`config.mk`:
```
export PLATFORM = sky130hd
export DESIGN_NAME = serial_reg_loader
export DESIGN_NICKNAME = d
export VERILOG_FILES = /design/src/rtl/serial_reg_loader.sv
export SDC_FILE = /design/constraint.sdc
export NUM_CORES = 1
export LEC_CHECK = 0
export BUFFER_PORTS_ARGS = -buffer_cell sky130_fd_sc_hd__buf_2
export CAP_MARGIN = 30
export CORE_ASPECT_RATIO = 1.4
export CORE_MARGIN = 2
export CORE_UTILIZATION = 55
export DETAILED_ROUTE_END_ITERATION = 10
export GPL_ROUTABILITY_DRIVEN = 0
export PLACE_DENSITY = 0.77
export SYNTH_ARGS = -nofsm -noshare
export SYNTH_HDL_FRONTEND = slang
export SYNTH_SLANG_ARGS = --single-unit
```
`constraint.sdc`:
```
create_clock -name clk -period 6.9 [get_ports clk]
set_clock_uncertainty 0.2 [all_clocks]
set_input_delay 1.38 -clock clk [delete_from_list [all_inputs] [get_ports clk]]
set_output_delay 1.38 -clock clk [all_outputs]
set_load 0.02 [all_outputs]
```
`src/rtl/serial_reg_loader.sv`:
```
module serial_reg_loader #(
  parameter int ADDR_W   = 3,
  parameter int WORD_W   = 12,
  parameter int SYNC_LEN = 2
) (
  input  logic                            clk,
  input  logic                            rst_n,
  input  logic                            sck,
  input  logic                            sdata,
  input  logic                            sl_n,
  output logic [(1<<ADDR_W)*WORD_W-1:0]   live_regs,
  output logic                            test_bit_err
);
  localparam int NREG     = 1 << ADDR_W;
  localparam int CNT_W    = $clog2(WORD_W);
  localparam int HDR_BITS = ADDR_W + 1;
  localparam int HDR_W    = $clog2(HDR_BITS + 1);

  logic [SYNC_LEN:0]   sck_p;
  logic [SYNC_LEN:0]   sl_p;
  logic [SYNC_LEN-1:0] sd_p;

  always_ff @(posedge clk or negedge rst_n) begin
    if (!rst_n) begin
      sck_p <= '0;
      sl_p  <= '1;
      sd_p  <= '0;
    end else begin
      sck_p <= {sck_p[SYNC_LEN-1:0], sck};
      sl_p  <= {sl_p[SYNC_LEN-1:0], sl_n};
      sd_p  <= {sd_p[SYNC_LEN-2:0], sdata};
    end
  end

  logic sck_rise, sl_rise, in_frame, bit_in;
  assign sck_rise = sck_p[SYNC_LEN-1] & ~sck_p[SYNC_LEN];
  assign sl_rise  = sl_p[SYNC_LEN-1] & ~sl_p[SYNC_LEN];
  assign in_frame = ~sl_p[SYNC_LEN-1];
  assign bit_in   = sd_p[SYNC_LEN-1];

  logic [HDR_W-1:0]  hdr_cnt;
  logic [CNT_W-1:0]  bit_cnt;
  logic [ADDR_W-1:0] addr_q;
  logic [WORD_W-1:0] word_sr, nxt_word;
  logic              in_data, take, word_done;

  assign in_data   = (hdr_cnt == HDR_W'(HDR_BITS));
  assign take      = in_frame & sck_rise;
  assign nxt_word  = {bit_in, word_sr[WORD_W-1:1]};
  assign word_done = take & in_data & (bit_cnt == CNT_W'(WORD_W-1));

  always_ff @(posedge clk or negedge rst_n) begin
    if (!rst_n) begin
      hdr_cnt <= '0;
      bit_cnt <= '0;
      addr_q  <= '0;
      word_sr <= '0;
    end else if (!in_frame) begin
      hdr_cnt <= '0;
      bit_cnt <= '0;
      word_sr <= '0;
    end else if (take) begin
      if (!in_data) begin
        for (int i = 0; i < ADDR_W; i++)
          if (hdr_cnt == HDR_W'(i)) addr_q[i] <= bit_in;
        hdr_cnt <= hdr_cnt + HDR_W'(1);
      end else begin
        word_sr <= nxt_word;
        if (word_done) begin
          bit_cnt <= '0;
          addr_q  <= addr_q + ADDR_W'(1);
        end else begin
          bit_cnt <= bit_cnt + CNT_W'(1);
        end
      end
    end
  end

  always_ff @(posedge clk or negedge rst_n) begin
    if (!rst_n)
      test_bit_err <= 1'b0;
    else if (take && hdr_cnt == HDR_W'(ADDR_W) && bit_in)
      test_bit_err <= 1'b1;
  end

  logic [WORD_W-1:0] shadow_q [NREG];
  logic [WORD_W-1:0] live_q   [NREG];
  logic [NREG*WORD_W-1:0] shadow_flat;

  always_ff @(posedge clk or negedge rst_n) begin
    if (!rst_n) begin
      for (int i = 0; i < NREG; i++) shadow_q[i] <= '0;
    end else if (word_done) begin
      shadow_q[addr_q] <= nxt_word;
    end
  end

  always_ff @(posedge clk or negedge rst_n) begin
    if (!rst_n) begin
      for (int i = 0; i < NREG; i++) live_q[i] <= '0;
    end else if (sl_rise) begin
      for (int i = 0; i < NREG; i++) live_q[i] <= shadow_q[i];
    end
  end

  for (genvar g = 0; g < NREG; g++) begin : g_out
    assign live_regs[g*WORD_W +: WORD_W]   = live_q[g];
    assign shadow_flat[g*WORD_W +: WORD_W] = shadow_q[g];
  end

  AST_LIVE_HOLDS_IN_FRAME: assert property (@(posedge clk) disable iff (!rst_n)
    !sl_rise |=> $stable(live_regs));
  AST_SHADOW_IDLE: assert property (@(posedge clk) disable iff (!rst_n)
    !in_frame |=> $stable(shadow_flat));
  AST_ERR_STICKY: assert property (@(posedge clk) disable iff (!rst_n)
    test_bit_err |=> test_bit_err);
  AST_IDLE_RESTART: assert property (@(posedge clk) disable iff (!rst_n)
    !in_frame |=> (hdr_cnt == '0 && bit_cnt == '0));
  AST_BITCNT_RANGE: assert property (@(posedge clk) disable iff (!rst_n)
    bit_cnt < CNT_W'(WORD_W));
  AST_ADDR_STEP: assert property (@(posedge clk) disable iff (!rst_n)
    word_done |=> addr_q == $past(addr_q) + ADDR_W'(1));
endmodule

```
==> results.json <==
{
  "path_max_fanout": 12,
  "die_h_um": 152,
  "synth_compound_area_share_pct": 2.48,
  "slew_headroom_pct": 31.7,
  "cap_violations": 0,
  "cellPowerDensity_nw_per_um2": 252,
  "initial_core_util_pct": 55.7,
  "max_freq_ghz": 0.353,
  "synth_mux_area_share_pct": 26.0,
  "synth_top_family_by_area": "multiplexers",
  "grt_use_total_pct": 21.0,
  "overflow": 0,
  "syn_to_final_growth_pct": 15.2,
  "n_antenna_cell": 0,
  "cts_tree": "yes",
  "final_common_cell": "dfrtp_1",
  "grt_util_met3_pct": 2.83,
  "clk_latency_ps": 490,
  "cp_data_arrival_time_ps": 3000,
  "grt_pass1_vias": 4992,
  "status": "finished, final reports clean",
  "design_area_sq_um": 9920,
  "core_sq_um": 15500,
  "cts_buffer_depth": 3,
  "yosysWarningCount": 0,
  "period_share_pct": 41.1,
  "met1_usage_pct": 27.2,
  "seq_area_frac_synth_pct": 64.5,
  "ir_worst_vdd_mv": 0.182,
  "preCtsSetupSlack_ps": 4090,
  "syn_area_sq_um": 8610,
  "postCtsHoldBufs": 0,
  "critPathLaunchType": "flop",
  "io_pins": 102,
  "worst_pin_slew_ps": 1020,
  "finalHoldViolations": 0,
  "cp_data_required_time_ps": 7070,
  "timing.rr.start": "hdr_cnt[0]",
  "hpwl_um": 10700,
  "synthAdderAreaFrac_pct": 1.02,
  "mostFrequentLayoutCells": "dfrtp_1, mux2_2, buf_2",
  "postCtsSetupBuffers": 0,
  "multi_input_area_sq_um": 2860,
  "routed_via_density": 5.49,
  "clock-root-buffer": "clkbuf_16",
  "placementRows": 54,
  "numCtsBuffers": 20,
  "fin_nets": 642,
  "drv_slew": 0,
  "criticalPathCategory": "flop to flop",
  "hold_start": "sd_p[0]",
  "vias": 4603,
  "post_cts_resized": 0,
  "rsz0062_at_grt": "no",
  "synth_xor_area_share_pct": 0.305,
  "syn_area_per_cell_sq_um": 16.0,
  "period_needed_ps": 2840,
  "syn_inst": 537,
  "grt_first_pass_wirelength_um": 27000,
  "fillers": 1119,
  "synth_cell_types": 35,
  "port_buffers": 101,
  "setup_slack_ps": 4060,
  "synthesis.nets": 549,
  "use_met2_pct": 35.4,
  "routed_wl_um": 16800,
  "whs_ps": 151,
  "seq_area_sq_um": 5560,
  "end_kind": "flop",
  "grt_max_degree": 72,
  "ys_ff_latch": 222,
  "dieArea_sq_um": 16700,
  "setup-violations-final": 0,
  "drc": 0,
  "startpoint": "hdr_cnt[0]",
  "grt-busiest-layer": "met2",
  "dr.pass1.iters": 4,
  "grt_antenna_before_repair": 0,
  "drtAntennaViolNets": 0,
  "wl_per_cell_um": 20.0,
  "synth_simple_gate_area_share_pct": 3.30,
  "drive_above_1_share_pct": 53.8,
  "placedInstanceArea_sq_um": 9250,
  "hold_class": "flop to flop",
  "p_leak_nw": 5.36,
  "cts.sinks": 222,
  "die_w_um": 110,
  "detail_route.iter0.violations": 197,
  "htreeDepth": 1,
  "clkTransAtPathRegs_ps": 60,
  "fin_setup_tns_ps": 0
}
==> state kept, by name, indices dropped and copies added (netlist names) <==
signal        cells
word_sr          11
addr_q            3
sck_p             3
sl_p              3
test_bit_err      1
hdr_cnt           3
bit_cnt           4
live_regs        96
shadow_flat      96
sd_p              2
==> critical path, cell delays in order (launching register included) <==
cell,delay (ps)
dfrtp_1,410
inv_1,130
ha_1,250
and2_1,240
nand2_1,180
nor3_2,870
mux2_2,430
==> metal layers <==
metal | vias up | wire (um)
li1 | 2073 | -
met1 | 2388 | 6900
met2 | 101 | 8720
met3 | 41 | 565
met4 | 0 | 575
met5 | - | 0
==> synthesized netlist by cell type <==
cell / instances / share of area, %
nand2_2: 2 / 0.15
a22oi_1: 2 / 0.17
buf_4: 2 / 0.17
nor3_2: 1 / 0.12
nor3b_2: 1 / 0.15
and2_1: 2 / 0.15
a31o_2: 2 / 0.20
buf_1: 16 / 0.70
nand3_1: 2 / 0.12
o21ai_0: 3 / 0.17
mux2_4: 15 / 2.6
xnor2_1: 3 / 0.31
nor4_4: 1 / 0.25
a31oi_1: 1 / 0.073
nand2b_1: 2 / 0.15
buf_2: 9 / 0.52
inv_1: 4 / 0.17
nor2b_1: 1 / 0.073
buf_6: 4 / 0.52
nand4b_1: 3 / 0.31
a22o_1: 14 / 1.4
nor3b_1: 2 / 0.17
o31ai_1: 1 / 0.087
or3b_1: 1 / 0.10
dfrtp_1: 219 / 64
nand2_1: 10 / 0.44
ha_1: 7 / 1.0
clkbuf_1: 6 / 0.26
a21oi_1: 6 / 0.35
mux2_2: 179 / 23
nand4_1: 2 / 0.15
nor2_1: 8 / 0.35
dfstp_2: 3 / 0.92
nor4b_4: 2 / 0.55
and3b_1: 1 / 0.10
==> cells by family after synthesis <==
kind of cell / after synthesis
adders and majority gates: 7
xor gates and xnor gates: 3
DFF: 222
buffers and inverters: 41
AOI/OAI and AO/OA: 29
muxes: 194
and+or+nand+nor: 41
==> power by group <==
group | internal (W) | switching [W] | total (W)
Combinational | 0.0000270 | 0.0000481 | 0.0000751
Clock | 0.000644 | 0.000459 | 0.00110
Sequential | 0.00131 | 0.0000177 | 0.00133
==> through the flow <==
| step | power (W) | cells | util, % |
|---|---|---|---|
| floorplan | 0.00139 | 537 | - |
| global placement | 0.00142 | 800 | 59.6 |
| detailed placement | 0.00143 | 802 | 59.8 |
| CTS | 0.00253 | 837 | 64.0 |
| global route | 0.00259 | 839 | 64.1 |
| finish | 0.00250 | 839 | 64.1 |
==> worst paths after layout <==
check                                  end  slack [ps]  cells past startpoint
max in group asynchronous          sl_p[0]        4660                      3
max reg2reg                shadow_flat[91]        4060                      6
min reg2reg                        sd_p[1]         150                      0
max                        shadow_flat[91]        4060                      6
min in group asynchronous    live_regs[23]         640                      1
min                                sd_p[1]         150                      0
==> final cells by class <==
class                   instances  area share [%]
flip-flops and latches        222            56.0
repair buffers                108            5.93
clock inverters                 9            1.03
clock buffers                  26            5.58
multi-input cells             274            28.8
inverters                       4           0.151
well taps                     196            2.47
Note: power is estimated with default switching activity, not from simulation.
